$ cat src/rtl/sar_ctrl_bus.sv
module sar_ctrl_bus #(
  parameter int W = 12
) (
  input  logic         clk,
  input  logic         rst_n,
  input  logic         cs_n,
  input  logic         rc,
  input  logic         hbe,
  input  logic         cmp,
  output logic         busy,
  output logic [W-1:0] trial,
  output logic [W-1:0] dout,
  output logic [W-1:0] doe
);
  localparam int IW  = $clog2(W);
  localparam int NIB = W - 8;

  logic          rc_q;
  logic [IW-1:0] idx;
  logic [IW-1:0] idx_m1;
  logic [W-1:0]  sar;
  logic [W-1:0]  result;
  logic          start;

  assign start  = busy & rc_q & ~rc & ~cs_n & ~hbe;
  assign idx_m1 = idx - 1'b1;
  assign trial  = sar;

  always_ff @(posedge clk or negedge rst_n) begin
    if (!rst_n) begin
      busy   <= 1'b1;
      rc_q   <= 1'b1;
      sar    <= '0;
      idx    <= '0;
      result <= '0;
    end else begin
      rc_q <= rc;
      if (busy) begin
        if (start) begin
          busy <= 1'b0;
          sar  <= {1'b1, {(W-1){1'b0}}};
          idx  <= IW'(W-1);
        end
      end else if (idx == '0) begin
        result <= {sar[W-1:1], cmp};
        sar    <= '0;
        busy   <= 1'b1;
      end else begin
        sar[idx]    <= cmp;
        sar[idx_m1] <= 1'b1;
        idx         <= idx_m1;
      end
    end
  end

  assign doe  = {W{~cs_n}};
  assign dout = hbe ? {result[W-1:8], {(8-NIB){1'b0}}, result[W-1:8]} : result;

  AST_START_QUALIFIED: assert property (@(posedge clk) disable iff (!rst_n)
    $fell(busy) |-> $past(rc_q && !rc && !cs_n && !hbe));
  AST_END_AT_LSB: assert property (@(posedge clk) disable iff (!rst_n)
    $rose(busy) |-> $past(idx) == '0);
  AST_TRIAL_SHAPE: assert property (@(posedge clk) disable iff (!rst_n)
    !busy |-> (sar[idx] && ((sar & ((W'(1) << idx) - W'(1))) == '0)));
  AST_LATCH_HOLD: assert property (@(posedge clk) disable iff (!rst_n)
    !$rose(busy) |-> $stable(result));
  AST_DESELECT_OFF: assert property (@(posedge clk) disable iff (!rst_n)
    cs_n |-> doe == '0);
  AST_BYTE_MAP: assert property (@(posedge clk) disable iff (!rst_n)
    hbe |-> (dout[7:4] == '0 && dout[3:0] == dout[11:8]));
endmodule

$ cat config.mk
export PLATFORM = sky130hd
export DESIGN_NAME = sar_ctrl_bus
export DESIGN_NICKNAME = d
export VERILOG_FILES = /design/src/rtl/sar_ctrl_bus.sv
export SDC_FILE = /design/constraint.sdc
export NUM_CORES = 1
export LEC_CHECK = 0
export ABC_AREA = 1
export BUFFER_PORTS_ARGS = -buffer_cell sky130_fd_sc_hd__buf_2
export CAP_MARGIN = 20
export CORE_MARGIN = 3
export CORE_UTILIZATION = 38
export DETAILED_ROUTE_END_ITERATION = 8
export SLEW_MARGIN = 20
export SYNTH_ARGS = -nofsm -noshare
export SYNTH_HDL_FRONTEND = slang
export SYNTH_SLANG_ARGS = --single-unit
$ cat constraint.sdc
create_clock -name clk -period 3.2 [get_ports clk]
set_input_delay 0.16 -clock clk [delete_from_list [all_inputs] [get_ports clk]]
set_output_delay 0.16 -clock clk [all_outputs]
set_load 0.1 [all_outputs]
## After elaboration in Yosys (flattened, before gate mapping)

Cells that the tools add are included.

- Bits in registers: 30
- Input port bits: 6
- Output and inout port bits: 37
- Word-level logic and storage cells: 41

- $add $sub $neg: 1
- Order comparisons: 4
- Eq/ne operators: 2
- Mux-type cells: 15
- Bitwise gates (word level): 9
- Reduce and logical (&&, ||, !) cells: 5

Operator list:

| operator | count |
|---|---|
| two-way mux 12 bit | 3 |
| bitwise mux 12 bit | 1 |
| two-way mux 4 bit | 3 |
| bitwise OR 12 bit | 1 |
| < comparator 4 x 5 -> 1 bit, second input constant | 2 |
| demux 1 bit (select 4 bit) | 2 |
| greater-or-equal comparator 4 x 1 -> 1 bit, second input constant | 2 |
| two-way mux 8 bit | 1 |
| two-way mux 1 bit | 5 |
| AND 1 bit | 4 |
| logical NOT 4 bit | 1 |
| inverter 1 bit | 4 |
| AND reduction 2 bit | 2 |
| subtractor 4 x 1 -> 4 bit, second input constant | 1 |
| logical AND 1 bit | 2 |
| != test 2 x 1 -> 1 bit, second input constant | 1 |
| != test 2 bit, second input constant | 1 |

## Longest topological paths before layout

Gate-level depths: netlist of run 1.

- Word-level depth: 8
- Depth in mapped cells: 11
- Gate-level depth less buffers: 11

## Worst setup path after synthesis of run 1

Ideal clock, no wire load.

- Path type: reg-to-output
- Start: register result[4]
- End: output dout[4]
- Arrival: 1608 ps
- Path slack: 1432 ps
- Stages on the path, launching flop included: 3
- Path buffers: 0
- Path through: dfrtp_1 -> inv_1 -> nor2_1

- Word-level cells in the longest chain between the ends: 1

RTL lines:

| item | RTL line | RTL |
|---|---|---|
| start, declared | 22 | `logic [W-1:0] result;` |
| start signal, assigned | 45 | `result <= {sar[W-1:1], cmp};` |
| two-way mux 8 bit | 57 | `assign dout = hbe ? {result[W-1:8], {(8-NIB){1'b0}}, result[W-1:8]} : result;` |
| end, declared | 12 | `output logic [W-1:0] dout,` |

Every way passes these cells.

## Worst setup path after layout of run 1

- Start: register idx[0]
- End: register idx[0]

- Word-level cells in the longest chain between the ends: 3
- Elaborated cells on any way between the ends: 6
- Classes of those cells: 1 x add/sub; 1 x eq/ne; 2 x mux; 2 x reduce/logical

RTL lines:

| item | RTL line | RTL |
|---|---|---|
| start, declared | 19 | `logic [IW-1:0] idx;` |
| start signal, assigned | 42 | `idx <= IW'(W-1);` |
| start signal, assigned | 51 | `idx <= idx_m1;` |
| subtractor 4 x 1 -> 4 bit or logical NOT 4 bit (tied branches) | 26, 44 |  |
| two-way mux 4 bit or != test 2 bit (tied branches) | - |  |
| two-way mux 4 bit or AND reduction 2 bit (tied branches) | - |  |

Parallel ways exist; a longest one is shown, timed or not. The select of a mux whose other input is x is not followed.
A chain may end at the register's enable or synchronous reset.

==> results.md, run 1 <==
* Initial cell density of the core at 39.8%
* Crit path arrival time at 1920 ps
* CTS tree: done
* Nets at 288
* Vertical die dimension at 76.6 µm
* Antenna violations before repair at 0
* Iteration-0 DRC count of the detailed router at 85
* Relative slew margins at 54.6%
* Total setup violations reported at the end of the flow at 0
* GP Congestion at 0.857
* Critical Path End Type: register
* Result of the run: finished, final reports clean
* GRT Residual Overflow at 0
* Via count of the first global-routing pass at 1586
* Required time of the critical path at 3360 ps
* Sequential fraction of the synthesis area at 39.8%
* Critical path type: register to register
* Inserted Diodes at 0
* Fraction of synthesis flops using an asynchronous set or reset pin at 100%
* Clk sinks at 30
* Global-route wire length before repair at 7.49 mm
* Final period demand of the worst path at 1770 ps
* Routed Antenna Nets at 0
* Inserted Clock Buffers at 5
* Avg Inst Size Synth at 7.63 µm²
* Detailed Routing Iterations Pass 1 at 4
* Worst Setup Start Kind: register
* Clock tree skew after final layout at 7.07 ps
* Register bit total from synthesis at 30
* CTS max path bufs at 2
* Summed negative setup slack over all endpoints at 0 ps
* Number of buffers inserted by port buffering at 42
* Via count at 1605
* Cells after synthesis at 248
* Drc violations at 0
* Postcts setup bufs at 0
* Crit-path max FO at 14
* Standard-cell row count at 25
* Overall routing resource usage at 15.8%
* Share of the clock period used by the worst path at 55.2%
* Post-detailed-placement half-perimeter wirelength at 3.03 mm
* Unrepaired setup endpoints after global routing: false
* Placeable Area at 0.00475 mm²
* Clock root cell: sky130_fd_sc_hd__clkbuf_8
* Maximum clock frequency at 0.566 GHz
* Transition time of the tightest slew-check pin at 682 ps
* Most common library cell in the layout ignoring fill and taps: sky130_fd_sc_hd__nand2_1
* Total Die Area at 0.00586 mm²
* Clock network latency to the later pin of the worst-skew pair at 280 ps
* Total count of max-transition violations in the final report at 0
* Post-synth net total at 259
* Top Ports at 43
* Area growth syn-to-layout at 12.1%
* Wire length per cell at 12.0 µm
* Die boundary width at 76.6 µm
* Fraction of layout cells with a size suffix above 1 at 24.1%
* Wirelength, routed at 4.13 mm
* Number of flops mapped to enable cells by yosys at 0
* Top_reg_cell synth: sky130_fd_sc_hd__dfrtp_1
* Maximum number of pins on one net before global-route repair at 31
* Max-Cap Viols at 0
* Highest-count cells in the layout ignoring fill and taps: sky130_fd_sc_hd__nand2_1 (93), sky130_fd_sc_hd__buf_2 (42), sky130_fd_sc_hd__dfrtp_1 (28)
* Post-Syn Area at 0.00189 mm²
* CTS H-tree lvls at 2
* Number of warnings reported in the yosys synthesis log at 0
* Count of endpoints failing hold in the final timing report at 0
* Clock transition at the registers of the reported paths at 70 ps
* Worst Hold Class: primary input to register
* Vias per Instance at 4.65
* Number of distinct library cells after synthesis at 26
==> cell families (layout without fill, tap and decap cells) <==
| logic type | after synthesis | count (layout) | synth area share (%) |
|---|---|---|---|
| flops | 30 | 30 | 39.8 |
| fa+ha+maj | 5 | 5 | 3.31 |
| simple gates | 141 | 141 | 34.4 |
| compound gates | 22 | 22 | 6.94 |
| buf+inv | 50 | 80 | 15.5 |
==> per-stage QoR <==
stage	instance area, µm²	hold slack (ps)	std cells	setup WS (ps)	utilization (%)
floorplan	1890	-136	248	1430	-
global placement	2010	233	335	1490	42.3
detailed placement	2010	249	335	1430	42.3
CTS	2120	326	345	1420	44.6
global route	2120	361	345	1290	44.6
finish	2120	316	345	1430	44.6
==> cell usage after synthesis, types with 4 or more instances <==
cell type | number | share of area [%]
sky130_fd_sc_hd__nand3_1 | 15 | 4.0
sky130_fd_sc_hd__nand2_1 | 93 | 18
sky130_fd_sc_hd__buf_4 | 17 | 6.7
sky130_fd_sc_hd__nor2_1 | 14 | 2.8
sky130_fd_sc_hd__buf_6 | 4 | 2.4
sky130_fd_sc_hd__inv_1 | 25 | 5.0
sky130_fd_sc_hd__nand4_1 | 10 | 3.3
sky130_fd_sc_hd__o21ai_0 | 13 | 3.4
sky130_fd_sc_hd__dfrtp_1 | 28 | 37
sky130_fd_sc_hd__ha_1 | 5 | 3.3
sky130_fd_sc_hd__a21oi_2 | 4 | 1.9
==> critical path, stage by stage (launching register included) <==
cell and delay, ps:
sky130_fd_sc_hd__dfrtp_1 410, sky130_fd_sc_hd__inv_1 140, sky130_fd_sc_hd__ha_1 330, sky130_fd_sc_hd__nand2_4 140, sky130_fd_sc_hd__clkinv_8 80, sky130_fd_sc_hd__nor2_4 280
sky130_fd_sc_hd__inv_1 120, sky130_fd_sc_hd__nand2_1 70, sky130_fd_sc_hd__o21ai_0 80
==> cell type report <==
| cell class | instances | area, µm² |
|---|---|---|
| Fill cell | 517 | 2630 |
| Multi-Input combinational cell | 168 | 845 |
| Sequential cell | 30 | 753 |
| Timing Repair Buffer | 44 | 230 |
| Inverter | 28 | 118 |
| Clock buffer | 7 | 86.3 |
| Tap cell | 67 | 83.8 |
| Clock inverter | 1 | 5.00 |
==> flip-flops by register name (all words and copies together), names as in the netlist <==
signal,flops
result,12
busy,1
idx,4
rc_q,1
trial,12
==> path summary, 6_finish.rpt <==
path / startpoint / slack, ps / endpoint / cells after the start
min in group asynchronous: rst_n / 460 / result[9]$_DFFE_PN0P_ / 2
max reg2reg: idx[0]$_DFFE_PN0P_ / 1430 / idx[0]$_DFFE_PN0P_ / 8
max: idx[0]$_DFFE_PN0P_ / 1430 / idx[0]$_DFFE_PN0P_ / 8
min: cs_n / 320 / busy$_DFF_PN1_ / 5
min reg2reg: result[2]$_DFFE_PN0P_ / 470 / result[2]$_DFFE_PN0P_ / 2
max in group asynchronous: rst_n / 2300 / trial[3]$_DFFE_PN0P_ / 2
==> per-layer routing <==
metal  GRT usage (%)  up-vias  share of wire (%)
li1                -      827                  -
met1            20.3      723                 48
met2            26.1       48                 45
met3            4.37        7                5.6
met4            4.53        0                1.1
met5               0        -                  0
==> what timing repair did <==
item | 4_1_cts | 5_1_grt
hold buffers | 2 | 0
setup endpoints to repair | 0 | 0
resized for setup | 0 | 0
endpoints found under the hold margin | 29 | 0
Power of run 1 is not shown: default switching activity piles up to over one toggle a cycle in this logic, so the estimate is an artifact.
==> run 2, diff against run 1 <==
==> constraint.sdc (replaced) <==
create_clock -name clk -period 1.7 [get_ports clk]
set_input_delay 0.085 -clock clk [delete_from_list [all_inputs] [get_ports clk]]
set_output_delay 0.085 -clock clk [all_outputs]
set_load 0.1 [all_outputs]
==> run 2 against run 1 <==
Count of clock-buffer cells in the layout is 1 lower. Fmax is 16% higher. First-iteration DRC count is 47% lower. Flip-flop and latch count stayed put. Worst hold slack worse by 85 ps.
==> results.md, run 2 (same netlist as run 1, synthesis figures left out) <==
* Result of the run: finished, final reports clean
* Placed instance area at 0.00205 mm²
* Clock root cell: sky130_fd_sc_hd__clkbuf_8
* Worst R2R Path Depth at 9
* Worst setup startpoint: idx[0]$_DFFE_PN0P_
* Via count of the first global-routing pass at 1506
* Vias per Instance at 4.62
* Drc violations at 0
* Detailed Routing Iterations Pass 1 at 4
* Final period demand of the worst path at 1520 ps
* Endpoint of the worst register-to-register path: trial[5]$_DFFE_PN0P_
* Standard-cell row count at 25
* Share of the clock period used by the worst path at 89.4%
* Vertical die dimension at 76.6 µm
* CTS H-tree lvls at 2
* Endpoint of the worst hold path: busy$_DFF_PN1_
* Total Die Area at 0.00586 mm²
* Critical R2R Launch: idx[0]$_DFFE_PN0P_
* Clk sinks at 30
* Routed Antenna Nets at 0
* Depth of the worst hold-timing path at 5
* Total setup violations reported at the end of the flow at 0
* Initial cell density of the core at 39.8%
* GP Congestion at 0.872
* GRT Residual Overflow at 0
* Worst Hold Class: primary input to register
* Maximum clock frequency at 0.658 GHz
* Inserted Diodes at 0
* Wirelength, routed at 4.21 mm
* Global-route wire length before repair at 7.41 mm
* Critical path type: register to register
* Worst Setup Start Kind: register
* Highest-count cells in the layout ignoring fill and taps: sky130_fd_sc_hd__nand2_1 (93), sky130_fd_sc_hd__buf_2 (42), sky130_fd_sc_hd__dfrtp_1 (28)
* Clock network latency to the later pin of the worst-skew pair at 280 ps
* Most common library cell in the layout ignoring fill and taps: sky130_fd_sc_hd__nand2_1
* Via count at 1617
* Transition time of the tightest slew-check pin at 664 ps
* Relative slew margins at 55.7%
* CTS tree: done
* Total count of max-transition violations in the final report at 0
* Summed negative setup slack over all endpoints at 0 ps
* Area growth syn-to-layout at 14.3%
* Crit path arrival time at 1750 ps
* Wire length per cell at 12.0 µm
* Antenna violations before repair at 0
* Die boundary width at 76.6 µm
* Top Ports at 43
* R2R Setup Slk at 180 ps
* Hold path start: cs_n
* Overall routing resource usage at 15.8%
* Iteration-0 DRC count of the detailed router at 45
* Critical Path End Type: register
* Post-detailed-placement half-perimeter wirelength at 3.09 mm
* Filler instances at 507
* Fraction of layout cells with a size suffix above 1 at 25.8%
* Inst Count DP at 340
* Maximum number of pins on one net before global-route repair at 31
* Nets at 293
* Required time of the critical path at 1930 ps
* Clock tree skew after final layout at 3.55 ps
* Cell area after layout at 0.00216 mm²
* Count of endpoints failing hold in the final timing report at 0
* Count of placed standard cells in the final layout, fillers left out at 350
* Unrepaired setup endpoints after global routing: false
* Number of buffers inserted by port buffering at 42
* Max-Cap Viols at 0
* Inserted Clock Buffers at 5
* Crit-path max FO at 6
* Clock transition at the registers of the reported paths at 70 ps
* Placeable Area at 0.00475 mm²
* CTS max path bufs at 2
## run 2: cell types whose count changed in the layout (fill, tap and decap cells not counted)
cell                         previous run  this run
sky130_fd_sc_hd__buf_4                  0         5
sky130_fd_sc_hd__clkbuf_1               1         0
sky130_fd_sc_hd__clkinvlp_4             0         1
## run 2: worst max-delay path, stage by stage (launching register included)
cell and delay (ps):
sky130_fd_sc_hd__dfrtp_1 400, sky130_fd_sc_hd__inv_1 70, sky130_fd_sc_hd__ha_1 280, sky130_fd_sc_hd__nand2_1 110, sky130_fd_sc_hd__inv_1 80, sky130_fd_sc_hd__nor2_1 210
sky130_fd_sc_hd__nand4_1 140, sky130_fd_sc_hd__nand2_1 70, sky130_fd_sc_hd__nand2_1 50, sky130_fd_sc_hd__nand2_1 50
## run 2: repair_timing
action / CTS / global route
resized for setup: 0 / 0
endpoints found under the setup margin: 0 / 0
hold buffers: 2 / 0
buffers inserted: 0 / 0
hold endpoints to repair: 29 / 0
## run 2: metal layers
metal / part of all wire [%] / GRT usage, %
met2: 46 / 24.5
met5: 0 / 0
met3: 5.5 / 3.78
met1: 47 / 21.2
met4: 1.6 / 5.98
## run 2: final cells by class
| cell class | instances | area, µm² | area share, % |
|---|---|---|---|
| Timing Repair Buffer | 49 | 268 | 12.4 |
| Sequential cell | 30 | 753 | 34.8 |
| Tap cell | 67 | 83.8 | 3.88 |
| Clock buffer | 6 | 82.6 | 3.82 |
| Multi-Input combinational cell | 168 | 845 | 39.1 |
| Inverter | 28 | 118 | 5.44 |
| Clock inverter | 2 | 12.5 | 0.579 |
## run 2: how the worst max path moves through the flow
stage / endpoint / slack, ps / cells past startpoint
finish: trial[5]$_DFFE_PN0P_ / 180 / 9
global route: trial[9]$_DFFE_PN0P_ / 40 / 7
CTS: trial[5]$_DFFE_PN0P_ / 190 / 9
detailed placement: trial[4]$_DFFE_PN0P_ / 210 / 11
global placement: trial[4]$_DFFE_PN0P_ / 230 / 11
floorplan: dout[4] / 7 / 2
## run 2: through the flow
stage | setup WS (ps) | hold slack, ps | util, %
floorplan | 6.67 | -211 | -
detailed placement | 205 | 166 | 43.1
global route | 44.5 | 283 | 45.5
CTS | 194 | 236 | 45.5
global placement | 235 | 164 | 43.1
finish | 180 | 231 | 45.5
Power of run 2 is left out for the same reason.
